==> config.mk <==
export PLATFORM = sky130hd
export DESIGN_NAME = panel_timing_gen
export DESIGN_NICKNAME = d
export VERILOG_FILES = /design/src/rtl/ptg_pkg.sv /design/src/rtl/ptg_regfile.sv /design/src/rtl/ptg_counters.sv /design/src/rtl/ptg_sync_out.sv /design/src/rtl/panel_timing_gen.sv
export SDC_FILE = /design/constraint.sdc
export NUM_CORES = 1
export LEC_CHECK = 0
export BUFFER_PORTS_ARGS = -buffer_cell sky130_fd_sc_hd__buf_2
export CORE_MARGIN = 2
export CORE_UTILIZATION = 60
export CTS_CLUSTER_DIAMETER = 30
export CTS_CLUSTER_SIZE = 14
export DETAILED_ROUTE_END_ITERATION = 10
export PLACE_DENSITY = 0.84
export SLEW_MARGIN = 0
export SYNTH_ARGS = -nofsm -noshare
export SYNTH_HDL_FRONTEND = slang
export SYNTH_SLANG_ARGS = --single-unit
==> constraint.sdc <==
create_clock -name clk -period 9.2 [get_ports clk]
set_clock_uncertainty 0.2 [all_clocks]
set_input_delay 1.84 -clock clk [delete_from_list [all_inputs] [get_ports clk]]
set_output_delay 1.84 -clock clk [all_outputs]
set_load 0.03 [all_outputs]
==> src/rtl/ptg_pkg.sv <==
package ptg_pkg;

    localparam int ADDR_W  = 8;
    localparam int DATA_W  = 8;
    localparam int HCNT_W  = 11;
    localparam int VCNT_W  = 10;
    localparam int HSW_W   = 9;
    localparam int HST_W   = 9;
    localparam int VSW_W   = 8;
    localparam int VST_W   = 8;
    localparam int LBCLK_N = 3;
    localparam int CMP_W   = HCNT_W + 1;

    typedef logic [CMP_W-1:0] cmp_t;

    // byte addresses; the high-bit packing is fixed by the map
    localparam logic [ADDR_W-1:0] A_HSW_LO  = 8'h10;
    localparam logic [ADDR_W-1:0] A_HST_LO  = 8'h11;
    localparam logic [ADDR_W-1:0] A_HEND_LO = 8'h12;
    localparam logic [ADDR_W-1:0] A_HHI     = 8'h13;
    localparam logic [ADDR_W-1:0] A_HT0_LO  = 8'h14;
    localparam logic [ADDR_W-1:0] A_HT1_LO  = 8'h15;
    localparam logic [ADDR_W-1:0] A_HTHI    = 8'h16;
    localparam logic [ADDR_W-1:0] A_VSW     = 8'h17;
    localparam logic [ADDR_W-1:0] A_VST     = 8'h18;
    localparam logic [ADDR_W-1:0] A_VEND_LO = 8'h19;
    localparam logic [ADDR_W-1:0] A_VT_LO   = 8'h1A;
    localparam logic [ADDR_W-1:0] A_VHI     = 8'h1B;
    localparam logic [ADDR_W-1:0] A_POL     = 8'hF7;

    typedef struct packed {
        logic [HSW_W-1:0]  hsw;
        logic [HST_W-1:0]  hstart;
        logic [HCNT_W-1:0] hend;
        logic [HCNT_W-1:0] htot0;
        logic [HCNT_W-1:0] htot1;
        logic [VSW_W-1:0]  vsw;
        logic [VST_W-1:0]  vstart;
        logic [VCNT_W-1:0] vend;
        logic [VCNT_W-1:0] vtot;
    } ptg_cfg_t;

    // last position of a count bounded by tot (tot of 0 or 1 wraps every cycle)
    function automatic logic is_last(input cmp_t cnt, input cmp_t tot);
        return (cnt + cmp_t'(1)) >= tot;
    endfunction

    function automatic logic in_span(input cmp_t cnt, input cmp_t lo, input cmp_t hi);
        return (cnt >= lo) && (cnt < hi);
    endfunction

endpackage

==> src/rtl/ptg_regfile.sv <==
module ptg_regfile
    import ptg_pkg::*;
#(
    parameter logic [HSW_W-1:0]  HSW_RST  = 9'h010,
    parameter logic [HST_W-1:0]  HST_RST  = 9'h020,
    parameter logic [HCNT_W-1:0] HEND_RST = 11'h200,
    parameter logic [HCNT_W-1:0] HT0_RST  = 11'h326,
    parameter logic [HCNT_W-1:0] HT1_RST  = 11'h29D,
    parameter logic [VSW_W-1:0]  VSW_RST  = 8'h02,
    parameter logic [VST_W-1:0]  VST_RST  = 8'h05,
    parameter logic [VCNT_W-1:0] VEND_RST = 10'h0F0,
    parameter logic [VCNT_W-1:0] VT_RST   = 10'h0F4
) (
    input  logic               clk,
    input  logic               rst,
    input  logic               we,
    input  logic [ADDR_W-1:0]  addr,
    input  logic [DATA_W-1:0]  wdata,
    output logic [DATA_W-1:0]  rdata,
    output ptg_cfg_t           cfg,
    output logic [LBCLK_N-1:0] pol
);

    ptg_cfg_t           cfg_q;
    logic [LBCLK_N-1:0] pol_q;

    always_ff @(posedge clk) begin
        if (rst) begin
            cfg_q.hsw    <= HSW_RST;
            cfg_q.hstart <= HST_RST;
            cfg_q.hend   <= HEND_RST;
            cfg_q.htot0  <= HT0_RST;
            cfg_q.htot1  <= HT1_RST;
            cfg_q.vsw    <= VSW_RST;
            cfg_q.vstart <= VST_RST;
            cfg_q.vend   <= VEND_RST;
            cfg_q.vtot   <= VT_RST;
            pol_q        <= '0;
        end else if (we) begin
            case (addr)
                A_HSW_LO:  cfg_q.hsw[7:0]    <= wdata;
                A_HST_LO:  cfg_q.hstart[7:0] <= wdata;
                A_HEND_LO: cfg_q.hend[7:0]   <= wdata;
                A_HHI: begin
                    cfg_q.hsw[8]            <= wdata[0];
                    cfg_q.hstart[8]         <= wdata[1];
                    cfg_q.hend[HCNT_W-1:8]  <= wdata[6:4];
                end
                A_HT0_LO:  cfg_q.htot0[7:0]  <= wdata;
                A_HT1_LO:  cfg_q.htot1[7:0]  <= wdata;
                A_HTHI: begin
                    cfg_q.htot0[HCNT_W-1:8] <= wdata[2:0];
                    cfg_q.htot1[HCNT_W-1:8] <= wdata[6:4];
                end
                A_VSW:     cfg_q.vsw         <= wdata;
                A_VST:     cfg_q.vstart      <= wdata;
                A_VEND_LO: cfg_q.vend[7:0]   <= wdata;
                A_VT_LO:   cfg_q.vtot[7:0]   <= wdata;
                A_VHI: begin
                    cfg_q.vend[VCNT_W-1:8]  <= wdata[1:0];
                    cfg_q.vtot[VCNT_W-1:8]  <= wdata[3:2];
                end
                A_POL:     pol_q             <= wdata[LBCLK_N-1:0];
                default: ;
            endcase
        end
    end

    always_comb begin
        case (addr)
            A_HSW_LO:  rdata = cfg_q.hsw[7:0];
            A_HST_LO:  rdata = cfg_q.hstart[7:0];
            A_HEND_LO: rdata = cfg_q.hend[7:0];
            A_HHI:     rdata = {1'b0, cfg_q.hend[HCNT_W-1:8], 2'b00, cfg_q.hstart[8], cfg_q.hsw[8]};
            A_HT0_LO:  rdata = cfg_q.htot0[7:0];
            A_HT1_LO:  rdata = cfg_q.htot1[7:0];
            A_HTHI:    rdata = {1'b0, cfg_q.htot1[HCNT_W-1:8], 1'b0, cfg_q.htot0[HCNT_W-1:8]};
            A_VSW:     rdata = cfg_q.vsw;
            A_VST:     rdata = cfg_q.vstart;
            A_VEND_LO: rdata = cfg_q.vend[7:0];
            A_VT_LO:   rdata = cfg_q.vtot[7:0];
            A_VHI:     rdata = {4'b0000, cfg_q.vtot[VCNT_W-1:8], cfg_q.vend[VCNT_W-1:8]};
            A_POL:     rdata = {{(DATA_W-LBCLK_N){1'b0}}, pol_q};
            default:   rdata = '0;
        endcase
    end

    assign cfg = cfg_q;
    assign pol = pol_q;

    // a low-byte write is visible in the field one edge later
    a_r2_low_byte_write: assert property (@(posedge clk) disable iff (rst)
        (we && addr == A_HSW_LO) |=> (cfg_q.hsw[7:0] == $past(wdata)));

    // polarity bits follow a write to their address
    a_r8_pol_write: assert property (@(posedge clk) disable iff (rst)
        (we && addr == A_POL) |=> (pol_q == $past(wdata[LBCLK_N-1:0])));

    // unmapped writes leave every field alone
    a_r9_unmapped_quiet: assert property (@(posedge clk) disable iff (rst)
        (we && addr == 8'h20) |=> ($stable(cfg_q) && $stable(pol_q)));

endmodule

==> src/rtl/ptg_counters.sv <==
module ptg_counters
    import ptg_pkg::*;
(
    input  logic              clk,
    input  logic              rst,
    input  logic              mode_sel,
    input  logic [HCNT_W-1:0] htot0,
    input  logic [HCNT_W-1:0] htot1,
    input  logic [VCNT_W-1:0] vtot,
    output logic [HCNT_W-1:0] hcnt,
    output logic [VCNT_W-1:0] vcnt
);

    logic [HCNT_W-1:0] hcnt_q, htot_q;
    logic [VCNT_W-1:0] vcnt_q, vtot_q;
    logic              line_last, frame_last;
    logic [HCNT_W-1:0] htot_sel;

    assign htot_sel   = mode_sel ? htot1 : htot0;
    assign line_last  = is_last(cmp_t'(hcnt_q), cmp_t'(htot_q));
    assign frame_last = line_last && is_last(cmp_t'(vcnt_q), cmp_t'(vtot_q));

    always_ff @(posedge clk) begin
        if (rst) begin
            hcnt_q <= '0;
            vcnt_q <= '0;
            htot_q <= htot_sel;
            vtot_q <= vtot;
        end else begin
            hcnt_q <= line_last ? '0 : hcnt_q + 1'b1;
            if (frame_last) begin
                vcnt_q <= '0;
                htot_q <= htot_sel;
                vtot_q <= vtot;
            end else if (line_last) begin
                vcnt_q <= vcnt_q + 1'b1;
            end
        end
    end

    assign hcnt = hcnt_q;
    assign vcnt = vcnt_q;

    // pixel count stays below the active total
    a_r3_h_in_range: assert property (@(posedge clk) disable iff (rst)
        (htot_q == '0) || (hcnt_q < htot_q));

    // line count steps by one at a line wrap inside a frame
    a_r3_v_step: assert property (@(posedge clk) disable iff (rst)
        (line_last && !frame_last) |=> (vcnt_q == $past(vcnt_q) + 1'b1));

    // active totals hold everywhere except at the frame wrap
    a_r7_total_hold: assert property (@(posedge clk) disable iff (rst)
        !frame_last |=> ($stable(htot_q) && $stable(vtot_q)));

    // a frame wrap returns to the origin
    a_r7_frame_origin: assert property (@(posedge clk) disable iff (rst)
        frame_last |=> (hcnt_q == '0 && vcnt_q == '0));

endmodule

==> src/rtl/ptg_sync_out.sv <==
module ptg_sync_out
    import ptg_pkg::*;
(
    input  logic              clk,
    input  logic              rst,
    input  logic [HCNT_W-1:0] hcnt,
    input  logic [VCNT_W-1:0] vcnt,
    input  logic [HSW_W-1:0]  hsw,
    input  logic [HST_W-1:0]  hstart,
    input  logic [HCNT_W-1:0] hend,
    input  logic [VSW_W-1:0]  vsw,
    input  logic [VST_W-1:0]  vstart,
    input  logic [VCNT_W-1:0] vend,
    output logic              hsync,
    output logic              vsync,
    output logic              de
);

    logic hsync_q, vsync_q, de_q;
    logic h_in, v_in;

    assign h_in = in_span(cmp_t'(hcnt), cmp_t'(hstart), cmp_t'(hend));
    assign v_in = in_span(cmp_t'(vcnt), cmp_t'(vstart), cmp_t'(vend));

    always_ff @(posedge clk) begin
        if (rst) begin
            hsync_q <= 1'b0;
            vsync_q <= 1'b0;
            de_q    <= 1'b0;
        end else begin
            hsync_q <= cmp_t'(hcnt) < cmp_t'(hsw);
            vsync_q <= cmp_t'(vcnt) < cmp_t'(vsw);
            de_q    <= h_in && v_in;
        end
    end

    assign hsync = hsync_q;
    assign vsync = vsync_q;
    assign de    = de_q;

    // every line with a nonzero width opens with a sync pulse
    a_r4_hs_at_origin: assert property (@(posedge clk) disable iff (rst)
        (hcnt == '0 && hsw != '0) |=> hsync_q);

    // enable only for a pixel inside the horizontal span
    a_r6_de_inside: assert property (@(posedge clk) disable iff (rst)
        de_q |-> ((cmp_t'($past(hcnt)) >= cmp_t'($past(hstart))) &&
                  (cmp_t'($past(hcnt)) <  cmp_t'($past(hend)))));

    // no vertical pulse past its width
    a_r5_vs_ends: assert property (@(posedge clk) disable iff (rst)
        (cmp_t'(vcnt) >= cmp_t'(vsw)) |=> !vsync_q);

endmodule

==> src/rtl/panel_timing_gen.sv <==
module panel_timing_gen
    import ptg_pkg::*;
#(
    parameter logic [HSW_W-1:0]  HSW_RST  = 9'h010,
    parameter logic [HST_W-1:0]  HST_RST  = 9'h020,
    parameter logic [HCNT_W-1:0] HEND_RST = 11'h200,
    parameter logic [HCNT_W-1:0] HT0_RST  = 11'h326,
    parameter logic [HCNT_W-1:0] HT1_RST  = 11'h29D,
    parameter logic [VSW_W-1:0]  VSW_RST  = 8'h02,
    parameter logic [VST_W-1:0]  VST_RST  = 8'h05,
    parameter logic [VCNT_W-1:0] VEND_RST = 10'h0F0,
    parameter logic [VCNT_W-1:0] VT_RST   = 10'h0F4
) (
    input  logic               clk,
    input  logic               rst,
    input  logic               mode_sel,
    input  logic               reg_we,
    input  logic [ADDR_W-1:0]  reg_addr,
    input  logic [DATA_W-1:0]  reg_wdata,
    output logic [DATA_W-1:0]  reg_rdata,
    output logic               hsync_o,
    output logic               vsync_o,
    output logic               de_o,
    output logic [LBCLK_N-1:0] lbclk_o
);

    ptg_cfg_t           cfg;
    logic [LBCLK_N-1:0] pol;
    logic [HCNT_W-1:0]  hcnt;
    logic [VCNT_W-1:0]  vcnt;

    ptg_regfile #(
        .HSW_RST(HSW_RST), .HST_RST(HST_RST), .HEND_RST(HEND_RST),
        .HT0_RST(HT0_RST), .HT1_RST(HT1_RST), .VSW_RST(VSW_RST),
        .VST_RST(VST_RST), .VEND_RST(VEND_RST), .VT_RST(VT_RST)
    ) regs_i (
        .clk   (clk),
        .rst   (rst),
        .we    (reg_we),
        .addr  (reg_addr),
        .wdata (reg_wdata),
        .rdata (reg_rdata),
        .cfg   (cfg),
        .pol   (pol)
    );

    ptg_counters cnt_i (
        .clk      (clk),
        .rst      (rst),
        .mode_sel (mode_sel),
        .htot0    (cfg.htot0),
        .htot1    (cfg.htot1),
        .vtot     (cfg.vtot),
        .hcnt     (hcnt),
        .vcnt     (vcnt)
    );

    ptg_sync_out out_i (
        .clk    (clk),
        .rst    (rst),
        .hcnt   (hcnt),
        .vcnt   (vcnt),
        .hsw    (cfg.hsw),
        .hstart (cfg.hstart),
        .hend   (cfg.hend),
        .vsw    (cfg.vsw),
        .vstart (cfg.vstart),
        .vend   (cfg.vend),
        .hsync  (hsync_o),
        .vsync  (vsync_o),
        .de     (de_o)
    );

    for (genvar i = 0; i < LBCLK_N; i++) begin : g_lbclk
        assign lbclk_o[i] = clk ^ pol[i];
    end

    // outputs are quiet in the cycle after a reset edge
    a_r1_reset_quiet: assert property (@(posedge clk)
        $past(rst) |-> (!hsync_o && !vsync_o && !de_o));

endmodule

==> flow_metrics.py <==
metrics = {
    "synthesis": {
        "synth-xor-area-share_pct": 3.07,
        "synth-compound-area-share_pct": 9.78,
        "yosys-top-cells-area": "dfxtp_1, ha_1, mux2i_1",
        "syn_nets": 936,
        "synth_fa_ha_area_share_pct": 12.0,
        "yosysMostFrequentCell": "dfxtp_1",
        "synth.area.mux_share_pct": 14.2,
        "synth_common_cells": "dfxtp_1, nor2_1, nand2_1",
        "synth-async-reset-ratio_pct": 0,
        "ys.flop_type": "dfxtp_1",
        "synth-edff-count": 21,
        "syn_area_um2": 7710,
        "yosysWarnings": 0,
        "synthSimpleGateAreaFrac_pct": 17.0,
        "avgSynthCellArea_um2": 9.16,
        "yosysTopAreaCell": "dfxtp_1",
        "synth_top_family_by_area": "simple AND/OR/NAND/NOR gates",
        "synth_seq_cells": 135,
        "syn-instance-count": 842,
        "seq_area_frac_synth_pct": 37.8,
        "synth_top_area_share_pct": 29.6,
        "synth_cell_types": 58,
    },
    "floorplan": {
        "rows": 41,
        "fp.coreArea_um2": 12600,
        "die-area_um2": 13800,
        "dieWidth_um": 117,
        "start_util_pct": 61.4,
        "die_y_um": 117,
        "io_pins": 34,
    },
    "global_routing": {
        "grt_pass1_vias": 6237,
        "gr-total-overflow": 0,
        "grt_pass1_wl_mm": 33.4,
        "grt_use_total_pct": 31.7,
        "antenna_found_initial": 2,
        "grt_max_degree": 69,
    },
    "critical_path": {
        "reg2reg_depth": 10,
        "critPathMaxStageDelay_ns": 0.22,
        "cp_slowest_cell": "buf_2",
        "end_kind": "output port",
        "worstPathMaxFanout": 2,
        "r2r_start": "cnt_i.hcnt[0]",
        "r2r-end": "cnt_i.htot_q[0]",
        "startpoint_type": "clock port",
        "crit_chain": "clkbuf_16 > clkbuf_16 > xor2_1 > buf_2",
        "crit_type": "clk -> out",
        "worstPathArrival_ns": 5.22,
        "path_common_cell": "clkbuf_16",
        "worstPathRequired_ns": 7.16,
        "reg2reg_slack_ns": 4.70,
    },
    "placed_design": {
        "pre_cts_slack_ns": 2.26,
        "place_area_um2": 7920,
        "io_buffer_count": 33,
        "globalplace.congestion": 0.920,
        "hpwl_mm": 14.6,
    },
    "timing": {
        "rsz0062_at_grt": "no",
        "setup_ws_ns": 1.94,
        "max-slew-margin-rel_pct": 9.32,
        "drv_slew": 0,
        "tns_ns": 0,
        "tightest_slew_ns": 1.35,
        "hold_ws_ns": 0.273,
        "hold_viol": 0,
        "finalSetupViolations": 0,
    },
    "cts": {
        "postCtsHoldBufs": 0,
        "cts_setup_buffers": 0,
        "cts-resized-gates": 0,
        "clock_latency_ns": 0.55,
        "clk_pin_slew_worst_paths_ns": 0.05,
        "cts_tree": "built",
    },
    "final_layout": {
        "nets": 951,
        "n_fill_cell": 978,
        "diodes": 0,
        "drive_above_1_share_pct": 11.1,
        "utilization_pct": 67.8,
        "area_delta_synth_final_pct": 10.5,
        "post-route-cell-area_um2": 8520,
    },
    "worst_hold_path": {
        "worstHoldStart": "regs_i.cfg[53]",
        "hold_class": "reg -> reg",
        "min_delay_path_depth": 2,
        "min_to": "regs_i.cfg[53]",
    },
    "pwr": {
        "cellPowerDensity_nw_per_um2": 166,
        "p_leak_nw": 3.86,
        "peakVddDrop_v": 0.000248,
    },
    "routing": {
        "ant_nets": 0,
        "drc": 0,
        "via_per_inst": 6.10,
        "drt_iter0_drc": 692,
        "routedWlPerCell_um": 20.0,
        "wirelength_mm": 20.9,
        "vias": 6366,
        "dr.pass1.iters": 8,
    },
    "outcome": {
        "status": "completed",
    },
    "flow_run": {
        "drv_cap": 0,
    },
}
==> critical path: cells and delay by family <==
family | cells | cell delay [ns]
xor gates and xnor gates | 1 | 0.13
buffers and inverters | 3 | 0.49
==> worst max path at each step <==
stage | from | end | slack (ns)
final | clk | lbclk_o[0] | 1.94
after global routing | clk | lbclk_o[0] | 1.91
after CTS | clk | lbclk_o[0] | 1.92
after detailed placement | clk | lbclk_o[1] | 2.26
after global placement | clk | lbclk_o[1] | 2.26
after floorplan | clk | lbclk_o[0] | 2.09
==> per-layer routing <==
layer | vias up | wire (µm) | GRT usage, %
met1 | 2992 | 8460 | 40.8
met3 | 80 | 1860 | 7.88
li1 | 2974 | - | -
met2 | 320 | 9560 | 49.2
met4 | 0 | 1000 | 16.6
met5 | - | 0 | 0
==> sequential cells by signal (all words and copies together), names as in the netlist <==
| signal | flops |
|---|---|
| cnt_i.hcnt | 11 |
| cnt_i.htot_q | 11 |
| cnt_i.vcnt | 10 |
| cnt_i.vtot_q | 10 |
| out_i.de | 1 |
| out_i.hsync | 1 |
| out_i.vsync | 1 |
| regs_i.cfg | 87 |
| regs_i.pol | 3 |
==> power by group <==
part	switching [W]	internal, W	leakage, nW
Sequential	0.00000462	0.000604	1.10
Clock	0.000308	0.000427	0.328
Combinational	0.0000487	0.0000238	2.43
Total	0.000362	0.00105	3.86
==> logic make-up (layout without fill, tap and decap cells) <==
family,count (synthesis),count (layout)
adders and majority gates,74,74
DFF,135,135
buffers and inverters,119,148
and+or+nand+nor,272,272
muxes,95,95
xor gates and xnor gates,27,27
AOI/OAI and AO/OA,120,120
==> through the flow <==
stage / cells / total power (W)
detailed placement: 1006 / 0.000739
global route: 1043 / 0.00145
global placement: 1006 / 0.000738
finish: 1043 / 0.00142
floorplan: 842 / 0.000705
CTS: 1043 / 0.00142
==> final cells by class <==
class | count | area (µm²) | area share, %
Multi-Input combinational cell | 588 | 4320 | 50.7
Sequential cell | 135 | 2910 | 34.2
Clock buffer | 28 | 556 | 6.52
Inverter | 75 | 282 | 3.30
Tap cell | 172 | 215 | 2.53
Timing Repair Buffer | 33 | 173 | 2.03
Clock inverter | 12 | 63.8 | 0.749
==> cell usage in the layout, fill, tap and decap left out, drive strengths merged, types with 29 or more instances in the layout <==
master / count
dfxtp: 114
nor2: 87
nand2: 82
inv: 75
ha: 74
mux2i: 71
buf: 36
a21oi: 34
nand3: 33
o21ai: 29
(Power assumes the default switching activity.)
